`config.mk`:
```
export PLATFORM = sky130hd
export DESIGN_NAME = ds3_oh_port
export DESIGN_NICKNAME = d
export VERILOG_FILES = /design/src/rtl/ds3_oh_pkg.sv /design/src/rtl/ds3_oh_pos_cnt.sv /design/src/rtl/ds3_oh_capture.sv /design/src/rtl/ds3_oh_timing.sv /design/src/rtl/ds3_oh_port.sv
export SDC_FILE = /design/constraint.sdc
export NUM_CORES = 1
export LEC_CHECK = 0
export ABC_AREA = 1
export BUFFER_PORTS_ARGS = -buffer_cell sky130_fd_sc_hd__buf_2
export CORE_MARGIN = 1.5
export CORE_UTILIZATION = 27
export CTS_BUF_LIST = sky130_fd_sc_hd__clkbuf_2 sky130_fd_sc_hd__clkbuf_4 sky130_fd_sc_hd__clkbuf_8
export DETAILED_ROUTE_END_ITERATION = 7
export HOLD_SLACK_MARGIN = 0.12
export PLACE_DENSITY = 0.46
export SLEW_MARGIN = 5
export SYNTH_ARGS = -nofsm -noshare
export SYNTH_HDL_FRONTEND = slang
export SYNTH_HIERARCHICAL = 1
export SYNTH_SLANG_ARGS = --single-unit
```
`constraint.sdc`:
```
create_clock -name clk -period 1.6 [get_ports clk]
set_input_delay 0.24 -clock clk [delete_from_list [all_inputs] [get_ports clk]]
set_output_delay 0.24 -clock clk [all_outputs]
set_load 0.005 [all_outputs]
```
`src/rtl/ds3_oh_pkg.sv`:
```
package ds3_oh_pkg;

  // Output word produced by the capture stage
  typedef struct packed {
    logic bit_val;
    logic mark;
  } oh_word_t;

  // Next value of a wrapping counter
  function automatic int unsigned wrap_inc(input int unsigned v, input int unsigned last);
    return (v == last) ? 0 : v + 1;
  endfunction

endpackage

```
`src/rtl/ds3_oh_pos_cnt.sv`:
```
module ds3_oh_pos_cnt #(
  parameter int BLOCK_BITS   = 85,
  parameter int OH_PER_FRAME = 56,
  localparam int PW = $clog2(BLOCK_BITS),
  localparam int IW = $clog2(OH_PER_FRAME)
) (
  input  logic          clk,
  input  logic          rst,
  input  logic          frame_start,
  output logic          active,
  output logic [PW-1:0] eff_pos,
  output logic [IW-1:0] eff_idx
);
  import ds3_oh_pkg::*;

  localparam logic [PW-1:0] POS_LAST = PW'(BLOCK_BITS - 1);
  localparam logic [IW-1:0] IDX_LAST = IW'(OH_PER_FRAME - 1);

  logic          locked_q;
  logic [PW-1:0] pos_q;
  logic [IW-1:0] idx_q;

  // A frame-start pulse overrides the running position in its own cycle
  always_comb begin
    active  = locked_q | frame_start;
    eff_pos = frame_start ? '0 : pos_q;
    eff_idx = frame_start ? '0 : idx_q;
  end

  always_ff @(posedge clk) begin
    if (rst) begin
      locked_q <= 1'b0;
      pos_q    <= '0;
      idx_q    <= '0;
    end else if (active) begin
      locked_q <= 1'b1;
      pos_q    <= PW'(wrap_inc(int'(eff_pos), int'(POS_LAST)));
      if (eff_pos == POS_LAST)
        idx_q <= IW'(wrap_inc(int'(eff_idx), int'(IDX_LAST)));
      else
        idx_q <= eff_idx;
    end
  end

endmodule

```
`src/rtl/ds3_oh_capture.sv`:
```
module ds3_oh_capture (
  input  logic                 clk,
  input  logic                 rst,
  input  logic                 active,
  input  logic                 at_head,
  input  logic                 first_idx,
  input  logic                 rx_data,
  output ds3_oh_pkg::oh_word_t word
);
  import ds3_oh_pkg::*;

  oh_word_t word_q;

  // Load only at the head of a block; hold for the rest of it
  always_ff @(posedge clk) begin
    if (rst) begin
      word_q <= '0;
    end else if (active && at_head) begin
      word_q.bit_val <= rx_data;
      word_q.mark    <= first_idx;
    end
  end

  assign word = word_q;

endmodule

```
`src/rtl/ds3_oh_timing.sv`:
```
module ds3_oh_timing #(
  parameter int BLOCK_BITS = 85,
  parameter int STROBE_POS = 42,
  parameter bit OH_CLK_EN  = 1'b1,
  localparam int PW = $clog2(BLOCK_BITS)
) (
  input  logic          clk,
  input  logic          rst,
  input  logic          active,
  input  logic [PW-1:0] eff_pos,
  output logic          strobe,
  output logic          oh_clk
);
  localparam logic [PW-1:0] MID = PW'(STROBE_POS);

  logic strobe_q;

  always_ff @(posedge clk) begin
    if (rst) strobe_q <= 1'b0;
    else     strobe_q <= active && (eff_pos == MID);
  end
  assign strobe = strobe_q;

  // The overhead clock is a plain register, never a gated clock
  generate
    if (OH_CLK_EN) begin : g_ohclk
      logic clk_q;
      always_ff @(posedge clk) begin
        if (rst) clk_q <= 1'b0;
        else     clk_q <= active && (eff_pos >= MID);
      end
      assign oh_clk = clk_q;
    end else begin : g_no_ohclk
      assign oh_clk = 1'b0;
    end
  endgenerate

endmodule

```
`src/rtl/ds3_oh_port.sv`:
```
module ds3_oh_port #(
  parameter int BLOCK_BITS     = 85,
  parameter int BLOCKS_PER_SUB = 8,
  parameter int SUBFRAMES      = 7,
  parameter bit OH_CLK_EN      = 1'b1
) (
  input  logic clk,
  input  logic rst,
  input  logic rx_data,
  input  logic frame_start,
  output logic oh_bit,
  output logic oh_strobe,
  output logic oh_frame_mark,
  output logic oh_clk
);
  import ds3_oh_pkg::*;

  localparam int OH_PER_FRAME = BLOCKS_PER_SUB * SUBFRAMES;
  localparam int STROBE_POS   = BLOCK_BITS / 2;
  localparam int PW           = $clog2(BLOCK_BITS);
  localparam int IW           = $clog2(OH_PER_FRAME);

  logic          active;
  logic [PW-1:0] eff_pos;
  logic [IW-1:0] eff_idx;
  oh_word_t      word;

  ds3_oh_pos_cnt #(
    .BLOCK_BITS  (BLOCK_BITS),
    .OH_PER_FRAME(OH_PER_FRAME)
  ) u_cnt (
    .clk        (clk),
    .rst        (rst),
    .frame_start(frame_start),
    .active     (active),
    .eff_pos    (eff_pos),
    .eff_idx    (eff_idx)
  );

  ds3_oh_capture u_cap (
    .clk      (clk),
    .rst      (rst),
    .active   (active),
    .at_head  (eff_pos == '0),
    .first_idx(eff_idx == '0),
    .rx_data  (rx_data),
    .word     (word)
  );

  ds3_oh_timing #(
    .BLOCK_BITS(BLOCK_BITS),
    .STROBE_POS(STROBE_POS),
    .OH_CLK_EN (OH_CLK_EN)
  ) u_tim (
    .clk    (clk),
    .rst    (rst),
    .active (active),
    .eff_pos(eff_pos),
    .strobe (oh_strobe),
    .oh_clk (oh_clk)
  );

  assign oh_bit        = word.bit_val;
  assign oh_frame_mark = word.mark;

endmodule

```
==> metrics.md <==
| Metric | Value |
|---|---|
| Outcome | `finished, final reports clean` |
| Mapped Nets | `between 150 and 200` |
| Commonest non-fill, non-tap cell in the layout | `nand2_1` |
| Power density cells | `627.4 mW/mm²` |
| Post-synthesis cell area | `0.001229 mm²` |
| Antenna violations before repair | `0` |
| Number of global-route vias before repair | `between 1,000 and 1,500` |
| Hold path depth | `3` |
| Largest net degree at the start of global routing | `15` |
| Num CTS Buffers | `3` |
| Minimum clock period after layout | `roughly 1.5 ns` |
| Hold Path End | `u_cap/word[1]` |
| WL/cell | `10.32 µm` |
| FF+latch count, synth | `18` |
| Min-delay worst type | `in -> reg` |
| RR Startpoint | `u_cnt/pos_q[0]` |
| Clock Latency Late Sink | `0.25 ns` |
| Leading area contributor after synthesis | `dfxtp_1` |
| Critical Path Start Type | `flip-flop` |
| Synth top area cells | `dfxtp_1 (29%), nand2_1 (15%), inv_1 (9.8%), nor2_1 (7.0%), nand3_1 (6.1%)` |
| Synth Instances | `~190` |
| Worst r2r path cells | `11` |
| Crit. End Element | `flip-flop` |
| Crit Path Class | `reg -> reg` |
| Crit path max fanout | `3` |
| Level count of the clock H-tree | `1` |
| WP data arrival | `1.66 ns` |
| GPL Wtd Cong | `0.7665` |
| First-pass GRT wire length | `between 4000 and 5000 µm` |
| Internal reg-to-reg setup slack | `0.12 ns` |
| Fin Hold WS | `0.2092 ns` |
| Worst hold start | `rx_data` |
| Die Ht | `70.46 µm` |
| Fmax | `approximately 680 MHz` |
| Worst vdd ir | `0.3214 mV` |
| Total GRT Usage | `12.13%` |
| Die width | `70.46 µm` |
| Most frequent cells in the layout | `nand2_1 (46), inv_1 (29), nor2_1 (21), dfxtp_1 (16)` |
| Final Hold Fails | `0` |
| Final count of negative-setup-slack endpoints | `0` |
| Tcrit/Tclk final | `92.19%` |
| Vias per cell | `between 4 and 5` |
| Drc violations | `0` |
| Via count | `1,125` |
| Clock Pin Slew Worst Setup and Hold Paths | `about 0.070 ns` |
| Core footprint | `0.004354 mm²` |
| Total die area | `0.004965 mm²` |
| Yosys warnings | `6` |
| Syn Area/Cell | `6.501 µm²` |
| Final TNS setup | `0 ns` |
| Seq/Total Area, Yosys | `29.33%` |
| Worst Skew | `0.0006695 ns` |
| Layout cell share with drive strength beyond 1 | `30.66%` |
| RR Endpoint | `u_cnt/pos_q[6]` |
| Clock sink count | `18` |
| Grt ovf | `0` |
| N_diodes | `0` |
| DRT iter0 DRCs | `41` |
| WL final | `~2700 µm` |
| Req. time, crit path | `roughly 1.8 ns` |
| Library cells used by synthesis | `30` |
| Root buffer cell | `clkbuf_8` |
| Critical path startpoint | `u_cnt/pos_q[0]` |
| Port bufs | `7` |
| Row Count | `24` |
| Worst slew margin | `80.24%` |
| MaxCap Viol Count | `0` |
| Yosys top cell area share | `~29%` |
| CTS tree | `built` |
| # IOs | `8` |
| Post-DP HPWL | `2128 µm` |
| Synthesis-to-layout area growth | `25.05%` |
| Leakage | `a little over 0.7 nW` |
| Drt pass-1 iters | `4` |
| Initial Utilization | `28.22%` |
| Layout Nets | `220` |
| RSZ-0062 raised after global routing | `no` |
| Clk buf depth | `2` |
| Final ANT Viol Nets | `0` |
| Final Max Slew Viols | `0` |
| Worst-Margin Slew | `0.2953 ns` |
stage by stage:
stage / setup WS, ns / power, mW / utilization (%) / cells / cell area (µm²)
global placement: 0.05528 / 0.5876 / 32.13 / 257 / 1399
detailed placement: 0.007339 / 0.5854 / 32.13 / 257 / 1399
finish: 0.1249 / 0.9640 / 35.29 / 264 / 1536
CTS: 0.02326 / 0.9658 / 33.39 / 261 / 1454
floorplan: 0.003876 / 0.5463 / - / 189 / 1229
global route: 0.009846 / 1.017 / 35.29 / 264 / 1536
what timing repair did:
action,CTS,global route
gates resized for setup,0,17
hold buffers,0,0
endpoints found under the hold margin,0,0
buffers inserted,0,3
endpoints found under the setup margin,0,12
sequential cells by signal (all words and copies together), names as in the netlist:
signal          flops
u_cap/word          2
u_tim/strobe        1
u_cnt/idx_q         6
u_cnt/locked_q      1
u_tim/oh_clk        1
u_cnt/pos_q         7
cell families after synthesis:
logic type,Yosys count,synth area share (%)
fa+ha+maj,3,3.055
flops,18,29.33
xor+xnor,2,1.426
buf+inv,39,13.14
compound gates,16,7.331
simple gates,111,45.72
final cells by class:
cell class,instances,area [µm²]
clock buffer,4,55.05
multi-input combinational,132,764.5
sequential,18,362.8
inverter,36,141.4
tap,52,65.06
timing repair buffer,22,147.6
fill,470,2818
Yosys cell counts:
| library cell | count |
|---|---|
| a21oi_1 | 11 |
| buf_2 | 1 |
| buf_6 | 1 |
| clkbuf_1 | 1 |
| clkinv_2 | 1 |
| clkinv_4 | 1 |
| dfxtp_1 | 18 |
| ha_1 | 3 |
| inv_1 | 32 |
| inv_2 | 2 |
| nand2_1 | 48 |
| nand2_2 | 6 |
| nand2_4 | 2 |
| nand3_1 | 15 |
| nand3_2 | 1 |
| nand3_4 | 1 |
| nand4_1 | 1 |
| nor2_1 | 23 |
| nor2_2 | 5 |
| nor2_4 | 3 |
| nor2_8 | 1 |
| nor3_2 | 2 |
| o21ai_0 | 1 |
| o21ai_1 | 1 |
| o22ai_1 | 2 |
| o22ai_2 | 1 |
| or2_1 | 1 |
| or2_2 | 1 |
| or2_4 | 1 |
| xor2_1 | 2 |
worst max-delay path by stage:
stage / to / slack (ns)
6_report: u_cnt/pos_q[6] / 0.12
5_1_grt: u_cnt/pos_q[6] / 0.01
4_1_cts: u_cnt/idx_q[1] / 0.02
3_5_place_dp: u_cnt/idx_q[1] / 0.007
3_3_place_gp: u_cnt/idx_q[5] / 0.06
2_1_floorplan: u_cnt/idx_q[1] / 0.004
report_power, final:
group          total [mW]  switching [mW]  internal [mW]
clock               0.373           0.154          0.219
combinational       0.126          0.0750         0.0506
sequential          0.466         0.00654          0.459
routing by layer:
metal,routed length (µm),GRT usage (%),up-vias
met5,0,0,-
met4,15,2.564,0
met3,83,3.608,2
met2,1151,18.24,12
met1,1474,17.09,483
li1,-,-,628
critical path, cell delays in order, from the launching register on:
cell,delay [ns]
dfxtp_2,0.33
inv_2,0.04
nor2_2,0.13
buf_4,0.12
buf_4,0.12
ha_4,0.15
nand3_4,0.09
nor2_4,0.12
nand2_1,0.05
nand2_1,0.05
nand3_1,0.06
a21oi_1,0.14
No activity file was read; power rests on OpenSTA's default activity.
